===== src/rtl/cdq_pkg.sv =====
package cdq_pkg;
  localparam logic [7:0] OFS_CTRL = 8'h00;
  localparam logic [7:0] OFS_LOCK = 8'h04;
  localparam logic [7:0] OFS_ISTS = 8'h0C;
  localparam logic [7:0] OFS_IMSK = 8'h10;
  localparam logic [7:0] OFS_STAT = 8'h14;
  localparam logic [7:0] OFS_SRC  = 8'h18;
  localparam logic [7:0] OFS_DST  = 8'h1C;
  localparam logic [7:0] OFS_SLEN = 8'h20;
  localparam logic [7:0] OFS_DLEN = 8'h24;
  localparam logic [7:0] OFS_KEY  = 8'h34;
  localparam logic [7:0] OFS_MISC = 8'h80;

  localparam logic [31:0] UNLOCK_KEY = 32'h757B_DF0D;
  localparam logic [31:0] IRQ_VALID  = 32'hF8F7_F87F;
  localparam logic [31:0] IRQ_ERRS   = 32'h00F0_C860;

  localparam int BIT_ALL_DONE = 12;
  localparam int BIT_CMD_DONE = 13;
  localparam int BIT_E_OVF    = 5;
  localparam int BIT_E_ALIGN  = 6;
  localparam int BIT_E_DST    = 11;
  localparam int BIT_E_ZLEN   = 14;

  typedef struct packed {
    logic [31:1] waddr;
    logic [31:0] len;
    logic        last;
  } cmd_t;

  typedef enum logic [2:0] {
    E_IDLE  = 3'd0,
    E_REQ   = 3'd1,
    E_WAIT  = 3'd2,
    E_PUSH  = 3'd3,
    E_DRAIN = 3'd4
  } eng_st_t;
endpackage


===== src/rtl/cdq_fifo.sv =====
module cdq_fifo #(
  parameter int unsigned DEPTH = 4,
  parameter type T = logic [7:0]
) (
  input  logic clk,
  input  logic rst_n,
  input  logic push,
  input  T     din,
  input  logic pop,
  output T     dout,
  output logic full,
  output logic empty
);
  localparam int unsigned PTR_W = (DEPTH > 1) ? $clog2(DEPTH) : 1;
  localparam int unsigned CNT_W = $clog2(DEPTH + 1);
  localparam logic [PTR_W-1:0] PTR_LAST = PTR_W'(DEPTH - 1);
  localparam logic [CNT_W-1:0] CNT_FULL = CNT_W'(DEPTH);

  T                 slot_q [DEPTH];
  logic [PTR_W-1:0] wptr_q, wptr_d, rptr_q, rptr_d;
  logic [CNT_W-1:0] cnt_q, cnt_d;
  logic             do_push, do_pop, ptr_en;

  assign full    = (cnt_q == CNT_FULL);
  assign empty   = (cnt_q == '0);
  assign do_push = push && !full;
  assign do_pop  = pop && !empty;
  assign ptr_en  = do_push || do_pop;
  assign dout    = slot_q[rptr_q];

  always_comb begin
    wptr_d = wptr_q;
    rptr_d = rptr_q;
    cnt_d  = cnt_q;
    if (do_push) wptr_d = (wptr_q == PTR_LAST) ? '0 : wptr_q + 1'b1;
    if (do_pop)  rptr_d = (rptr_q == PTR_LAST) ? '0 : rptr_q + 1'b1;
    if (do_push && !do_pop) cnt_d = cnt_q + 1'b1;
    else if (do_pop && !do_push) cnt_d = cnt_q - 1'b1;
  end

  always_ff @(posedge clk or negedge rst_n) begin
    if (!rst_n) begin
      wptr_q <= '0;
      rptr_q <= '0;
      cnt_q  <= '0;
    end else if (ptr_en) begin
      wptr_q <= wptr_d;
      rptr_q <= rptr_d;
      cnt_q  <= cnt_d;
    end
  end

  always_ff @(posedge clk) begin
    if (do_push) slot_q[wptr_q] <= din;
  end
endmodule


===== src/rtl/cdq_regs.sv =====
module cdq_regs
  import cdq_pkg::*;
(
  input  logic        clk,
  input  logic        rst_n,
  input  logic        wr_en,
  input  logic        rd_en,
  input  logic [7:0]  addr,
  input  logic [31:0] wdata,
  output logic [31:0] rdata,
  output logic        irq,
  input  logic        q_full,
  input  logic        q_empty,
  output logic        q_push,
  output cmd_t        q_din,
  input  logic        cmd_done,
  input  logic        all_done
);
  logic        unl_q, unl_d;
  logic [31:0] ctrl_q, ctrl_d, lock_q, lock_d, misc_q, misc_d;
  logic [31:0] src_q, src_d, dst_q, dst_d, slen_q, slen_d, dlen_q, dlen_d;
  logic [31:0] sts_q, sts_d, msk_q, msk_d;
  logic        wr_ok, upd_en;

  assign wr_ok  = wr_en && unl_q;
  assign upd_en = wr_en || cmd_done || all_done;
  assign q_din  = cmd_t'{waddr: src_q[31:1], len: slen_q, last: src_q[0]};
  assign irq    = |(sts_q & ~msk_q);

  always_comb begin
    unl_d  = unl_q;
    ctrl_d = ctrl_q;
    lock_d = lock_q;
    misc_d = misc_q;
    src_d  = src_q;
    dst_d  = dst_q;
    slen_d = slen_q;
    dlen_d = dlen_q;
    sts_d  = sts_q;
    msk_d  = msk_q;
    q_push = 1'b0;
    if (wr_en && !unl_q && addr == OFS_KEY && wdata == UNLOCK_KEY) unl_d = 1'b1;
    if (wr_ok) begin
      case (addr)
        OFS_CTRL: ctrl_d = wdata;
        OFS_LOCK: lock_d = wdata;
        OFS_MISC: misc_d = wdata;
        OFS_SRC:  src_d  = wdata;
        OFS_DST:  dst_d  = wdata;
        OFS_SLEN: slen_d = wdata;
        OFS_ISTS: sts_d  = sts_q & ~(wdata & IRQ_VALID);
        OFS_IMSK: msk_d  = wdata & IRQ_VALID;
        OFS_DLEN: begin
          dlen_d = wdata;
          if (dst_q != '1 || wdata != '0) sts_d[BIT_E_DST] = 1'b1;
          else if (src_q[2:1] != 2'b00)   sts_d[BIT_E_ALIGN] = 1'b1;
          else if (slen_q == '0)          sts_d[BIT_E_ZLEN] = 1'b1;
          else if (q_full)                sts_d[BIT_E_OVF] = 1'b1;
          else                            q_push = 1'b1;
        end
        default: ;
      endcase
    end
    if (cmd_done) sts_d[BIT_CMD_DONE] = 1'b1;
    if (all_done) begin
      sts_d[BIT_CMD_DONE] = 1'b1;
      sts_d[BIT_ALL_DONE] = 1'b1;
    end
  end

  always_ff @(posedge clk or negedge rst_n) begin
    if (!rst_n) begin
      unl_q  <= 1'b0;
      ctrl_q <= '0;
      lock_q <= '0;
      misc_q <= '0;
      src_q  <= '0;
      dst_q  <= '0;
      slen_q <= '0;
      dlen_q <= '0;
      sts_q  <= '0;
      msk_q  <= IRQ_VALID;
    end else if (upd_en) begin
      unl_q  <= unl_d;
      ctrl_q <= ctrl_d;
      lock_q <= lock_d;
      misc_q <= misc_d;
      src_q  <= src_d;
      dst_q  <= dst_d;
      slen_q <= slen_d;
      dlen_q <= dlen_d;
      sts_q  <= sts_d;
      msk_q  <= msk_d;
    end
  end

  always_comb begin
    rdata = '0;
    if (rd_en && unl_q) begin
      case (addr)
        OFS_CTRL: rdata = ctrl_q;
        OFS_LOCK: rdata = lock_q;
        OFS_MISC: rdata = misc_q;
        OFS_SRC:  rdata = src_q;
        OFS_DST:  rdata = dst_q;
        OFS_SLEN: rdata = slen_q;
        OFS_DLEN: rdata = dlen_q;
        OFS_ISTS: rdata = sts_q;
        OFS_IMSK: rdata = msk_q;
        OFS_STAT: rdata = {q_full, q_empty, 30'b0};
        default:  rdata = '0;
      endcase
    end
  end
endmodule


===== src/rtl/cdq_engine.sv =====
module cdq_engine
  import cdq_pkg::*;
(
  input  logic        clk,
  input  logic        rst_n,
  input  logic        q_empty,
  input  cmd_t        q_head,
  output logic        q_pop,
  output logic        mem_req,
  output logic [31:0] mem_addr,
  input  logic        mem_rvalid,
  input  logic [31:0] mem_rdata,
  output logic        cfg_valid,
  output logic [31:0] cfg_data,
  input  logic        cfg_ready,
  input  logic        cfg_busy,
  output logic        cmd_done,
  output logic        all_done
);
  eng_st_t     st_q, st_d;
  logic [31:0] addr_q, addr_d, rem_q, rem_d, data_q, data_d;
  logic        last_q, last_d;

  assign mem_addr = addr_q;
  assign cfg_data = data_q;

  always_comb begin
    st_d      = st_q;
    addr_d    = addr_q;
    rem_d     = rem_q;
    data_d    = data_q;
    last_d    = last_q;
    q_pop     = 1'b0;
    mem_req   = 1'b0;
    cfg_valid = 1'b0;
    cmd_done  = 1'b0;
    all_done  = 1'b0;
    case (st_q)
      E_IDLE: begin
        if (!q_empty) begin
          q_pop  = 1'b1;
          addr_d = {q_head.waddr, 1'b0};
          rem_d  = q_head.len;
          last_d = q_head.last;
          st_d   = E_REQ;
        end
      end
      E_REQ: begin
        mem_req = 1'b1;
        st_d    = E_WAIT;
      end
      E_WAIT: begin
        if (mem_rvalid) begin
          data_d = mem_rdata;
          st_d   = E_PUSH;
        end
      end
      E_PUSH: begin
        cfg_valid = 1'b1;
        if (cfg_ready) begin
          addr_d = addr_q + 32'd4;
          rem_d  = rem_q - 32'd1;
          if (rem_q == 32'd1) begin
            if (last_q) st_d = E_DRAIN;
            else begin
              cmd_done = 1'b1;
              st_d     = E_IDLE;
            end
          end else begin
            st_d = E_REQ;
          end
        end
      end
      E_DRAIN: begin
        if (!cfg_busy) begin
          all_done = 1'b1;
          st_d     = E_IDLE;
        end
      end
      default: st_d = E_IDLE;
    endcase
  end

  always_ff @(posedge clk or negedge rst_n) begin
    if (!rst_n) begin
      st_q   <= E_IDLE;
      addr_q <= '0;
      rem_q  <= '0;
      data_q <= '0;
      last_q <= 1'b0;
    end else begin
      st_q <= st_d;
      if (st_q == E_IDLE || (st_q == E_PUSH && cfg_ready)) begin
        addr_q <= addr_d;
        rem_q  <= rem_d;
        last_q <= last_d;
      end
      if (st_q == E_WAIT && mem_rvalid) data_q <= data_d;
    end
  end
endmodule


===== src/rtl/cfg_dma_cmdq.sv =====
module cfg_dma_cmdq
  import cdq_pkg::*;
#(
  parameter int unsigned Q_DEPTH = 4
) (
  input  logic        clk,
  input  logic        rst_n,
  input  logic        reg_wr,
  input  logic        reg_rd,
  input  logic [7:0]  reg_addr,
  input  logic [31:0] reg_wdata,
  output logic [31:0] reg_rdata,
  output logic        irq,
  output logic        mem_req,
  output logic [31:0] mem_addr,
  input  logic        mem_rvalid,
  input  logic [31:0] mem_rdata,
  output logic        cfg_valid,
  output logic [31:0] cfg_data,
  input  logic        cfg_ready,
  input  logic        cfg_busy
);
  logic [1:0] rst_sync_q;
  logic       rst_int_n;
  logic       q_push, q_pop, q_full, q_empty, cmd_done, all_done;
  cmd_t       q_din, q_head;

  always_ff @(posedge clk or negedge rst_n) begin
    if (!rst_n) rst_sync_q <= 2'b00;
    else        rst_sync_q <= {rst_sync_q[0], 1'b1};
  end
  assign rst_int_n = rst_sync_q[1];

  cdq_regs u_regs (
    .clk      (clk),
    .rst_n    (rst_int_n),
    .wr_en    (reg_wr),
    .rd_en    (reg_rd),
    .addr     (reg_addr),
    .wdata    (reg_wdata),
    .rdata    (reg_rdata),
    .irq      (irq),
    .q_full   (q_full),
    .q_empty  (q_empty),
    .q_push   (q_push),
    .q_din    (q_din),
    .cmd_done (cmd_done),
    .all_done (all_done)
  );

  cdq_fifo #(.DEPTH(Q_DEPTH), .T(cmd_t)) u_queue (
    .clk   (clk),
    .rst_n (rst_int_n),
    .push  (q_push),
    .din   (q_din),
    .pop   (q_pop),
    .dout  (q_head),
    .full  (q_full),
    .empty (q_empty)
  );

  cdq_engine u_engine (
    .clk        (clk),
    .rst_n      (rst_int_n),
    .q_empty    (q_empty),
    .q_head     (q_head),
    .q_pop      (q_pop),
    .mem_req    (mem_req),
    .mem_addr   (mem_addr),
    .mem_rvalid (mem_rvalid),
    .mem_rdata  (mem_rdata),
    .cfg_valid  (cfg_valid),
    .cfg_data   (cfg_data),
    .cfg_ready  (cfg_ready),
    .cfg_busy   (cfg_busy),
    .cmd_done   (cmd_done),
    .all_done   (all_done)
  );
endmodule


===== config.mk =====
export PLATFORM = sky130hd
export DESIGN_NAME = cfg_dma_cmdq
export DESIGN_NICKNAME = d
export VERILOG_FILES = /design/src/rtl/cdq_pkg.sv /design/src/rtl/cdq_fifo.sv /design/src/rtl/cdq_regs.sv /design/src/rtl/cdq_engine.sv /design/src/rtl/cfg_dma_cmdq.sv
export SDC_FILE = /design/constraint.sdc
export NUM_CORES = 1
export LEC_CHECK = 0
export BUFFER_PORTS_ARGS = -buffer_cell sky130_fd_sc_hd__buf_2
export CAP_MARGIN = 5
export CORE_ASPECT_RATIO = 0.7
export CORE_MARGIN = 5
export CORE_UTILIZATION = 35
export CTS_CLUSTER_DIAMETER = 50
export DETAILED_ROUTE_END_ITERATION = 8
export PLACE_DENSITY = 0.5
export RECOVER_POWER = 100
export SLEW_MARGIN = 40
export SYNTH_ARGS = -nofsm -noshare
export SYNTH_HDL_FRONTEND = slang
export SYNTH_SLANG_ARGS = --single-unit

===== constraint.sdc =====
create_clock -name clk -period 13.7 [get_ports clk]
set_input_delay 2.74 -clock clk [delete_from_list [all_inputs] [get_ports clk]]
set_output_delay 2.74 -clock clk [all_outputs]
set_load 0.05 [all_outputs]

==> summary.md <==
| Metric | Value |
|---|---|
| Violations in the final reports | `capacitance limit, slew limit` |
| DRT iter0 DRCs | `2033` |
| Hold/Removal Path Class | `register to register` |
| Vias per inst | `5.747` |
| Category of the most critical setup path | `primary input to primary output` |
| VDD IR-drop max | `130.8 uV` |
| Global Route Usage Sum | `20.35%` |
| Area contributors post-synth | `sky130_fd_sc_hd__dfrtp_1 32%, sky130_fd_sc_hd__edfxtp_1 28%, sky130_fd_sc_hd__mux2_2 12%` |
| Final setup violation count | `0` |
| Die X | `345.7 um` |
| Root buffer cell | `sky130_fd_sc_hd__clkbuf_16` |
| Hold buffer count at cts | `0` |
| Routability cong. | `0.8895` |
| Hpwl dp | `58900 um` |
| Pre-Repair DR Iteration Count | `6` |
| Core outline area | `0.07844 mm2` |
| Final hold violation count | `0` |
| Skew-Pair Late Insertion Delay | `0.62 ns` |
| Starting Density | `35.20%` |
| Antenna violation net count after detailed routing | `0` |
| Setup TNS | `0 ns` |
| Leading cell types by count after synthesis | `357 x sky130_fd_sc_hd__dfrtp_1, 282 x sky130_fd_sc_hd__mux2_2, 256 x sky130_fd_sc_hd__edfxtp_1` |
| Post-CTS setup-driven buffer insertion count | `0` |
| Count of mapped cells out of synthesis | `1949` |
| PnR Total Power | `5.562 mW` |
| Standby leakage power | `12.89 nW` |
| M1 wire length | `40170 um` |
| Worst slew margin | `-376.6%` |
| Post-CTS Resized | `0` |
| Number of enable flip-flop cells after synthesis | `256` |
| PwrDens | `175.7 mW/mm2` |
| Number of library cell types mapped by synthesis | `76` |
| Maximum capacitance violations | `22` |
| Startpoint kind of the worst setup timing path | `primary input` |
| Slew Limit Fails | `828` |
| Vertical die dimension | `245.0 um` |
| Crit path DAT | `8.32 ns` |
| Net count of the mapped netlist | `2039` |
| Routed wirelength normalized by instance count | `27.46 um` |
| Period utilization | `80.71%` |
| Setup repair after global routing missed its margin | `no` |
| Commonest register cell after synthesis | `sky130_fd_sc_hd__dfrtp_1` |
| Max Fclk | `90.44 MHz` |
| Vias in the first global route | `18.38k` |
| Global-route congestion overflow total | `0` |
| Post-synth top area cell | `sky130_fd_sc_hd__dfrtp_1` |
| Slew at the pin closest to its max-slew limit | `7.149 ns` |
| Total length of routed met2 wires | `38270 um` |
| Clock transition at path regs | `0.05 ns` |
| Met3 routed WL | `6743 um` |
| Buffer levels on the longest clock path | `3` |
| Leading cell type by number of instances after synthesis | `sky130_fd_sc_hd__dfrtp_1` |
| Critical path fanouts, max | `25` |
| Seq cells post-synth | `637` |
| Minimum clock period | `11.06 ns` |
| Area of the die | `0.08470 mm2` |
| Global-route wire length before repair | `128900 um` |
| Final WL | `87850 um` |
| Critical path required time | `10.96 ns` |
| Setup clock skew after layout | `0.02742 ns` |
| Synth Cell Area | `0.02761 mm2` |
| Number of buffers added by the clock tree synthesis step | `70` |
| Status | `finished with violations` |
| Highest metal layer with signal wires | `met4` |
| Clock tree from TritonCTS | `built` |
| Layout cell share with drive strength beyond 1 | `27.88%` |
| Largest net degree at the start of global routing | `119` |
| Initial antenna violation count | `3` |
| CP endpoint kind | `primary output` |
| Share of flip-flops with an asynchronous set or reset after synthesis | `59.81%` |
| H-tree levels | `3` |
| Area growth from synthesis to layout | `14.62%` |
| Top-Level Pins | `178` |
| Number of placement rows | `86` |
| Synthesized area per cell | `14.17 um2` |
| DRC errors left | `0` |
| Fraction of synthesized cell area taken by the top area cell type | `32.35%` |
| Pre-CTS WS | `5.178 ns` |
| Layout net count | `2173` |
| Total number of vias | `18.39k` |
| Final setup slack of the worst path | `2.642 ns` |
| Num Clock Sinks | `637` |
| Number of fill cells | `7337` |
| Sequential fraction of the synthesis area | `62.48%` |
| Syn. warnings | `0` |
| I/O Buffers | `176` |
-- worst paths after layout --
check                         startpoint                    end  slack, ns  cells past startpoint
setup / recovery             reg_addr[3]          reg_rdata[27]       2.64                      9
hold / removal             rst_sync_q[0]          rst_sync_q[1]       0.35                      0
setup reg to reg           rst_sync_q[1]  u_engine.mem_addr[16]       5.51                      1
hold reg to reg            rst_sync_q[0]          rst_sync_q[1]       0.35                      0
max in group asynchronous  rst_sync_q[1]  u_engine.mem_addr[16]       5.51                      1
min in group asynchronous  rst_sync_q[1]        u_regs.src_q[8]       0.60                      0
-- through the flow --
step	cells	util, %	cell area, um2	hold WS, ns
2_1_floorplan	1949	-	27610	0.3312
3_3_place_gp	3064	37.72	29590	0.3400
3_5_place_dp	3066	37.81	29660	0.3275
4_1_cts	3196	40.78	31990	0.3183
5_1_grt	3198	40.34	31650	0.3525
6_report	3199	40.35	31650	0.3474
-- kinds of logic (layout without fill, tap and decap cells) --
kind of cell	count (synthesis)	in the layout	synth area share, %
flip-flops	637	637	62.48
AO/OA/AOI/OAI	384	384	9.711
AND/OR/NAND/NOR	360	360	7.133
multiplexers	358	358	17.17
buffers and inverters	194	386	2.855
adder cells (fa/ha/maj)	11	11	0.5257
XOR/XNOR	3	3	0.09518
other	2	4	0.02720
-- cell type report --
cell class	count	area (um2)	share of cell area (%)
clock inverter	33	350.3	1.107
sequential	637	17260	54.52
tap	1056	1321	4.175
timing repair buffer	218	998.5	3.155
clock buffer	97	1978	6.250
antenna	2	5.005	0.01581
multi-input combinational	1118	9595	30.32
inverter	38	143.9	0.4546
-- worst max-delay path, stage by stage --
cell and delay [ns]:
sky130_fd_sc_hd__clkbuf_1 0.46, sky130_fd_sc_hd__nor4b_1 0.47, sky130_fd_sc_hd__clkbuf_1 0.91, sky130_fd_sc_hd__and2_0 0.65, sky130_fd_sc_hd__clkbuf_1 1.14, sky130_fd_sc_hd__o41ai_2 0.24
sky130_fd_sc_hd__clkbuf_1 0.64, sky130_fd_sc_hd__a31oi_1 0.50, sky130_fd_sc_hd__clkbuf_1 0.54
-- registers in the layout, summed over array words and instances (netlist names) --
name	cells
u_queue.cnt_q	3
u_engine.cfg_data	32
u_engine.st_q	3
u_regs.unl_q	1
u_engine.rem_q	32
u_regs.misc_q	32
u_queue.wptr_q	2
u_engine.mem_addr	31
u_queue.slot_q	256
rst_sync_q	2
u_regs.lock_q	32
u_regs.msk_q	24
u_engine.last_q	1
u_regs.sts_q	24
u_regs.ctrl_q	32
u_regs.src_q	32
u_queue.rptr_q	2
u_regs.dlen_q	32
u_regs.slen_q	32
u_regs.dst_q	32
-- per-layer routing --
metal	track usage, %	vias up
li1	-	7867
met4	6.003	0
met5	0	-
met3	5.209	163
met1	29.68	9648
met2	30.09	707
-- report_power, final --
part           switching (mW)  total, mW  leakage (nW)  internal [mW]
Sequential              0.202       2.33          7.86           2.13
Combinational           0.913       1.30          3.90          0.390
Clock                   0.794       1.93          1.13           1.13
Total                    1.91       5.56          12.9           3.65
-- cell usage in the layout (no fill, tap or decap), types with 38 or more instances in the layout --
master,Yosys,routed
sky130_fd_sc_hd__o21ai_0,40,40
sky130_fd_sc_hd__a22oi_1,38,38
sky130_fd_sc_hd__mux2_2,282,282
sky130_fd_sc_hd__a21oi_1,88,88
sky130_fd_sc_hd__dfrtp_1,357,355
sky130_fd_sc_hd__clkbuf_1,103,137
sky130_fd_sc_hd__a222oi_1,40,40
sky130_fd_sc_hd__nor2_1,50,48
sky130_fd_sc_hd__clkbuf_16,0,74
sky130_fd_sc_hd__a31oi_1,44,44
sky130_fd_sc_hd__buf_2,30,81
sky130_fd_sc_hd__nand2_1,90,90
sky130_fd_sc_hd__edfxtp_1,256,256
sky130_fd_sc_hd__mux4_2,64,64
Power figures use the tool's default switching activity.
